## src/rtl/devctl_pkg.sv

```systemverilog
package devctl_pkg;

    // Handshake state; the code is the {done, busy} pair shown in status
    typedef enum logic [1:0] {
        ST_IDLE = 2'b00,
        ST_WORK = 2'b01,
        ST_DONE = 2'b10
    } hs_state_t;

    localparam int ADDR_CMD   = 0;
    localparam int ADDR_STAT  = 1;
    localparam int ADDR_DATA0 = 2;

    localparam int CMD_READ   = 1;
    localparam int CMD_WRITE  = 2;

    localparam int ERRW       = 4;
    localparam int ERR_LSB    = 4;
    localparam logic [ERRW-1:0] ERR_BADCMD = 4'h1;

endpackage

```

## src/rtl/devctl_fsm.sv

```systemverilog
module devctl_fsm
    import devctl_pkg::*;
#(
    parameter int DELAY = 8
) (
    input  logic      clk,
    input  logic      rst_n,
    input  logic      start_req,
    input  logic      clr_done_req,
    input  logic      irq_ack,
    output hs_state_t state_q,
    output logic      finish,
    output logic      irq_pend
);
    localparam int CW = $clog2(DELAY + 1);

    hs_state_t     state_d;
    logic [CW-1:0] cnt_q;

    // State register
    always_ff @(posedge clk or negedge rst_n) begin
        if (!rst_n) state_q <= ST_IDLE;
        else        state_q <= state_d;
    end

    // Next state: START, FINISH, RELEASE
    always_comb begin
        state_d = state_q;
        finish  = 1'b0;
        unique case (state_q)
            ST_IDLE: if (start_req) state_d = ST_WORK;
            ST_WORK: if (cnt_q == '0) begin
                state_d = ST_DONE;
                finish  = 1'b1;
            end
            ST_DONE: if (clr_done_req) state_d = ST_IDLE;
            default: state_d = ST_IDLE;
        endcase
    end

    // Modelled device delay
    always_ff @(posedge clk or negedge rst_n) begin
        if (!rst_n)                           cnt_q <= '0;
        else if (state_q == ST_IDLE && start_req) cnt_q <= CW'(DELAY - 1);
        else if (state_q == ST_WORK && cnt_q != '0) cnt_q <= cnt_q - 1'b1;
    end

    // Interrupt-pending output
    always_ff @(posedge clk or negedge rst_n) begin
        if (!rst_n)        irq_pend <= 1'b0;
        else if (finish)   irq_pend <= 1'b1;
        else if (irq_ack || (state_q == ST_DONE && clr_done_req))
                           irq_pend <= 1'b0;
    end

    // Checker-only length of the current busy run
    logic [CW:0] run_q;
    always_ff @(posedge clk or negedge rst_n) begin
        if (!rst_n)                  run_q <= '0;
        else if (state_q == ST_WORK) run_q <= run_q + 1'b1;
        else                         run_q <= '0;
    end

    AST_START_SETS_BUSY: assert property (@(posedge clk) disable iff (!rst_n)
        (state_q == ST_IDLE && start_req) |=> state_q == ST_WORK);
    AST_BUSY_BOUNDED: assert property (@(posedge clk) disable iff (!rst_n)
        run_q <= (CW+1)'(DELAY));
    AST_IRQ_AT_FALL: assert property (@(posedge clk) disable iff (!rst_n)
        (state_q == ST_WORK && state_d != ST_WORK) |=> (irq_pend && state_q == ST_DONE));
    AST_RELEASE_IDLE: assert property (@(posedge clk) disable iff (!rst_n)
        (state_q == ST_DONE && clr_done_req) |=> (state_q == ST_IDLE && !irq_pend));

endmodule

```

## src/rtl/devctl_databank.sv

```systemverilog
module devctl_databank #(
    parameter int          DW       = 8,
    parameter int          NDATA    = 4,
    parameter logic [7:0]  PAT_BASE = 8'hA5,
    localparam int         IW       = (NDATA > 1) ? $clog2(NDATA) : 1
) (
    input  logic                clk,
    input  logic                rst_n,
    input  logic                we_i,
    input  logic [IW-1:0]       idx_i,
    input  logic [DW-1:0]       wdata_i,
    input  logic                busy_i,
    input  logic                fill_i,
    input  logic                cap_i,
    output logic [NDATA*DW-1:0] data_flat,
    output logic [NDATA*DW-1:0] cap_flat
);
    logic [DW-1:0] seq_q;

    // Count of READ completions, mixed into the pattern
    always_ff @(posedge clk or negedge rst_n) begin
        if (!rst_n)      seq_q <= '0;
        else if (fill_i) seq_q <= seq_q + 1'b1;
    end

    for (genvar g = 0; g < NDATA; g++) begin : g_slot
        logic [DW-1:0] reg_q;
        logic [DW-1:0] cap_q;

        always_ff @(posedge clk or negedge rst_n) begin
            if (!rst_n)
                reg_q <= '0;
            else if (fill_i)
                reg_q <= DW'(PAT_BASE) ^ DW'(g * 17) ^ seq_q;
            else if (we_i && !busy_i && idx_i == IW'(g))
                reg_q <= wdata_i;
        end

        always_ff @(posedge clk or negedge rst_n) begin
            if (!rst_n)     cap_q <= '0;
            else if (cap_i) cap_q <= reg_q;
        end

        assign data_flat[g*DW +: DW] = reg_q;
        assign cap_flat[g*DW +: DW]  = cap_q;
    end

    AST_DATA_FROZEN_BUSY: assert property (@(posedge clk) disable iff (!rst_n)
        (busy_i && !fill_i) |=> $stable(data_flat));
    AST_CAP_ONLY_ON_WRITE: assert property (@(posedge clk) disable iff (!rst_n)
        !cap_i |=> $stable(cap_flat));

endmodule

```

## src/rtl/devctl_regif.sv

```systemverilog
module devctl_regif
    import devctl_pkg::*;
#(
    parameter int         DW       = 8,
    parameter int         NDATA    = 4,
    parameter int         DELAY    = 8,
    parameter logic [7:0] PAT_BASE = 8'hA5,
    localparam int        AW       = $clog2(NDATA + 2)
) (
    input  logic                clk,
    input  logic                rst_n,
    input  logic                bus_sel,
    input  logic                bus_we,
    input  logic [AW-1:0]       bus_addr,
    input  logic [DW-1:0]       bus_wdata,
    output logic [DW-1:0]       bus_rdata,
    input  logic                irq_ack,
    output logic                irq_pend,
    output logic [NDATA*DW-1:0] cap_data
);
    localparam int IW = (NDATA > 1) ? $clog2(NDATA) : 1;

    hs_state_t         state;
    logic              finish;
    logic              wr, cmd_wr, stat_wr, data_hit, start_req, clr_done_req, busy;
    logic [IW-1:0]     data_idx;
    logic [DW-1:0]     cmd_q;
    logic [ERRW-1:0]   err_q;
    logic [DW-1:0]     status;
    logic [NDATA*DW-1:0] data_flat;
    logic              cmd_known;

    // Register decode
    always_comb begin
        wr           = bus_sel && bus_we;
        cmd_wr       = wr && bus_addr == AW'(ADDR_CMD);
        stat_wr      = wr && bus_addr == AW'(ADDR_STAT);
        data_hit     = bus_addr >= AW'(ADDR_DATA0) && bus_addr < AW'(ADDR_DATA0 + NDATA);
        data_idx     = IW'(bus_addr - AW'(ADDR_DATA0));
        start_req    = cmd_wr && state == ST_IDLE;
        clr_done_req = stat_wr && !bus_wdata[1];
        busy         = state == ST_WORK;
        cmd_known    = cmd_q == DW'(CMD_READ) || cmd_q == DW'(CMD_WRITE);
    end

    devctl_fsm #(.DELAY(DELAY)) u_fsm (
        .clk          (clk),
        .rst_n        (rst_n),
        .start_req    (start_req),
        .clr_done_req (clr_done_req),
        .irq_ack      (irq_ack),
        .state_q      (state),
        .finish       (finish),
        .irq_pend     (irq_pend)
    );

    devctl_databank #(.DW(DW), .NDATA(NDATA), .PAT_BASE(PAT_BASE)) u_bank (
        .clk       (clk),
        .rst_n     (rst_n),
        .we_i      (wr && data_hit),
        .idx_i     (data_idx),
        .wdata_i   (bus_wdata),
        .busy_i    (busy),
        .fill_i    (finish && cmd_q == DW'(CMD_READ)),
        .cap_i     (finish && cmd_q == DW'(CMD_WRITE)),
        .data_flat (data_flat),
        .cap_flat  (cap_data)
    );

    // Command and error registers
    always_ff @(posedge clk or negedge rst_n) begin
        if (!rst_n)         cmd_q <= '0;
        else if (start_req) cmd_q <= bus_wdata;
    end

    always_ff @(posedge clk or negedge rst_n) begin
        if (!rst_n)         err_q <= '0;
        else if (start_req) err_q <= '0;
        else if (finish)    err_q <= cmd_known ? '0 : ERR_BADCMD;
    end

    // Status word and read mux
    always_comb begin
        status                     = '0;
        status[1:0]                = state;
        status[ERR_LSB +: ERRW]    = err_q;
        bus_rdata                  = '0;
        if (bus_sel && !bus_we) begin
            if (bus_addr == AW'(ADDR_CMD))       bus_rdata = cmd_q;
            else if (bus_addr == AW'(ADDR_STAT)) bus_rdata = status;
            else if (data_hit)                   bus_rdata = data_flat[data_idx*DW +: DW];
        end
    end

    AST_NO_BUSY_AND_DONE: assert property (@(posedge clk) disable iff (!rst_n)
        (bus_sel && !bus_we && bus_addr == AW'(ADDR_STAT)) |-> bus_rdata[1:0] != 2'b11);
    AST_CMD_IGNORED: assert property (@(posedge clk) disable iff (!rst_n)
        (cmd_wr && state != ST_IDLE) |=> $stable(cmd_q));
    AST_ERR_ON_BAD: assert property (@(posedge clk) disable iff (!rst_n)
        (finish && !cmd_known) |=> err_q == ERR_BADCMD);

endmodule

```

## config.mk

```make
export PLATFORM = sky130hd
export DESIGN_NAME = devctl_regif
export DESIGN_NICKNAME = d
export VERILOG_FILES = /design/src/rtl/devctl_pkg.sv /design/src/rtl/devctl_fsm.sv /design/src/rtl/devctl_databank.sv /design/src/rtl/devctl_regif.sv
export SDC_FILE = /design/constraint.sdc
export NUM_CORES = 1
export LEC_CHECK = 0
export CORE_MARGIN = 8
export CORE_UTILIZATION = 40
export CTS_CLUSTER_SIZE = 28
export DETAILED_ROUTE_END_ITERATION = 8
export PLACE_DENSITY = 0.73
export SYNTH_ARGS = -nofsm -noshare
export SYNTH_HDL_FRONTEND = slang
export SYNTH_SLANG_ARGS = --single-unit
```

## constraint.sdc

```tcl
create_clock -name clk -period 2.73 [get_ports clk]
set_input_delay 0.273 -clock clk [delete_from_list [all_inputs] [get_ports clk]]
set_output_delay 0.273 -clock clk [all_outputs]
set_load 0.01 [all_outputs]
```

==> impl_results.md <==
- FF+latch count, synth: 88
- Aggregate global routing overflow: 0
- Starting Density: 0.404
- Total CTS buffers: 9
- Slew HR: 0.564
- Clk root buf: clkbuf_8
- CTS H-tree depth: 3
- Fill cells: 927
- Nets: 436
- Setup violators final: 0
- Crit Path Class: in2out
- Die W: 120 µm
- ANT cells: 0
- Io pins: 57
- CP Max Fanout: 22
- Sequential area share after synthesis: 0.512
- Leak Pwr: 2.27 nW
- Largest net degree at the start of global routing: 52
- Yosys cell types: 46
- Worst-skew pair later-pin latency: 0.36 ns
- IO buf count: 56
- Worst slew pin tran: 0.654 ns
- Vias in the first global route: 3285
- Period utilization: 0.920
- Clock sinks: 88
- Post-CTS Setup Bufs: 0
- Hold WC Path Type: in2async
- DPL Wire Length: 7180 µm
- RSZ-0062 raised after global routing: false
- Area Growth Syn to Fin: 24.2%
- YS warnings: 0
- Fin area: 0.00535 mm²
- RR Startpoint: u_fsm.cnt_q[0]
- Global Route Usage Sum: 0.147
- Post-route setup slack: 0.217 ns
- Synthesized Nets: 367
- Async SR Flop Fraction: 1.00
- Final max-slew violation count: 0
- 1st-pass router iterations: 4
- Fin Setup TNS: 0 ns
- Die footprint: 0.0143 mm²
- Dpl cells: 546
- FF-to-FF End: u_bank.g_slot[2].cap_q[1]
- Worst VDD drop: 0.343 mV
- Synthesized area per cell: 12.3 µm²
- Outcome: finished, final reports clean
- Post-synth EDFFs: 0
- Clk_skew: 0.0162 ns
- Post-synthesis cell area: 0.00430 mm²
- PD cells: 758 mW/mm²
- Final hold violations: 0
- Crit. End Element: primary output
- Worst path arrival time: 2.24 ns
- Starting DRT DRC Count: 257
- CP required: 2.46 ns
- Highest attainable clock frequency: 0.398 GHz
- Startpoint Class: primary input
- Via density: 5.39
- Floorplan die height: 120 µm
- Period minus WS final: 2.51 ns
- Max_cap viols: 0
- DR DRC count: 0
- WL/cell: 18.1 µm
- Cells after Synth: 349
- Initial antenna violation count: 0
- Clock slew at reported path FFs: 0.09 ns
- Antenna viol nets, final: 0
- Vias: 3034
- R2R Setup Slk: 0.40 ns
- Clk buf depth: 2
- Cells on worst reg2reg path: 7
- Final WL: 10200 µm
- Synth Flop Type: dfrtp_1
- Design Power: 4.05 mW
- First-pass GRT wire length: 17000 µm
- GP Congestion: 0.841
- Fraction of layout cells with a size suffix above 1: 0.217
- Core Region: 0.0107 mm²
- Worst slack at placement: 0.212 ns
- Row count: 38
- Area after DPL: 0.00511 mm²
- Cell Count, Final, Fillers Out: 563
- CTS tree: yes
-- cell usage after synthesis, types with 2 or more instances --
cell	number	area (µm²)
buf_4	2	15.0
mux2_2	16	180
nand2b_1	5	31.3
a22oi_1	5	37.5
nor2_1	20	75.1
buf_2	5	25.0
nand4_1	4	25.0
nor4_4	2	42.5
nor4_1	2	12.5
clkbuf_1	6	22.5
o22a_1	5	43.8
buf_1	3	11.3
mux2i_1	36	360
o21bai_1	2	15.0
and2_1	8	50.1
nand2_1	17	63.8
dfrtp_1	88	2200
a21oi_1	35	175
nand3_1	4	20.0
and3_1	2	12.5
nor3_1	9	45.0
buf_6	4	45.0
xnor2_1	7	61.3
o21ai_0	7	35.0
mux2_4	29	435
inv_1	3	11.3
xor2_1	3	26.3
ha_1	2	25.0
-- critical path, stage by stage --
cell and delay [ns]:
clkdlybuf4s50_1 0.51, buf_12 0.17, and2_1 0.26, a22oi_1 0.13, o22a_1 0.20, nor2_1 0.12, clkdlybuf4s50_1 0.57
-- stage by stage --
step	hold slack, ns	util
2_1_floorplan	-0.0226	-
3_3_place_gp	0.332	0.479
3_5_place_dp	0.343	0.479
4_1_cts	0.469	0.502
5_1_grt	0.485	0.502
6_report	0.476	0.502
-- sequential cells by signal (all words and copies together), names as in the netlist --
name and count:
u_fsm.cnt_q 4, cmd_q 8, u_bank.g_slot.reg_q 32, u_bank.g_slot.cap_q 32, u_fsm.state_q 2, u_fsm.irq_pend 1, err_q 1, u_bank.seq_q 8
-- what timing repair did --
| item | CTS | global route |
|---|---|---|
| gates resized for setup | 0 | 0 |
| endpoints found under the hold margin | 49 | 0 |
| hold buffers | 1 | 0 |
-- cells in the final DEF (no fill, tap or decap), drive strengths merged, types with 3 or more instances in the layout --
cell / instances
nand2b: 5
xnor2: 7
o21ai: 7
nand4: 4
mux2: 45
and2: 8
a22oi: 5
nor4: 5
xor2: 3
inv: 4
clkbuf: 12
clkdlybuf4s50: 55
nor3: 10
nand2: 17
nor2: 20
a21oi: 35
mux2i: 36
o22a: 5
nand3: 4
dfrtp: 88
buf: 22
-- area by class of cell --
cell class                 instances  area (µm²)  share of cell area
multi-input combinational        237        1970               0.369
clock buffer                      12         155              0.0290
inverter                           4        15.0             0.00281
clock inverter                     4        73.8              0.0138
sequential                        88        2200               0.412
timing repair buffer              78         751               0.140
tap                              140         175              0.0328
-- metal layers --
layer	routed length (µm)	share of wire	track usage	up-vias
met1	4350	0.43	0.181	1550
met2	5170	0.51	0.246	77
met5	0	0	0	-
li1	-	-	-	1396
met4	105	0.010	0.0515	0
met3	588	0.058	0.0380	11
-- cell families after synthesis --
| logic type | synth area share |
|---|---|
| simple gates | 0.119 |
| flops | 0.512 |
| xor+xnor | 0.0204 |
| mux | 0.233 |
| buf+inv | 0.0311 |
| fa+ha+maj | 0.00581 |
| compound gates | 0.0794 |
-- worst max-delay path by stage --
stage                         from                   endpoint  cells past startpoint
finish                 bus_addr[1]               bus_rdata[5]                      7
global route           bus_addr[1]               bus_rdata[3]                      7
CTS                    bus_addr[1]               bus_rdata[2]                      7
detailed placement     bus_addr[1]               bus_rdata[2]                      7
global placement       bus_addr[1]               bus_rdata[2]                      7
floorplan           u_fsm.cnt_q[0]  u_bank.g_slot[0].cap_q[0]                      7
-- report_power, final --
part	leakage, nW	total (mW)	internal, mW	switching [mW]
Sequential	1.11	1.98	1.66	0.314
Clock	0.117	1.03	0.568	0.460
Combinational	1.05	1.05	0.600	0.451
Total	2.27	4.05	2.83	1.22
Power figures use the tool's default switching activity.
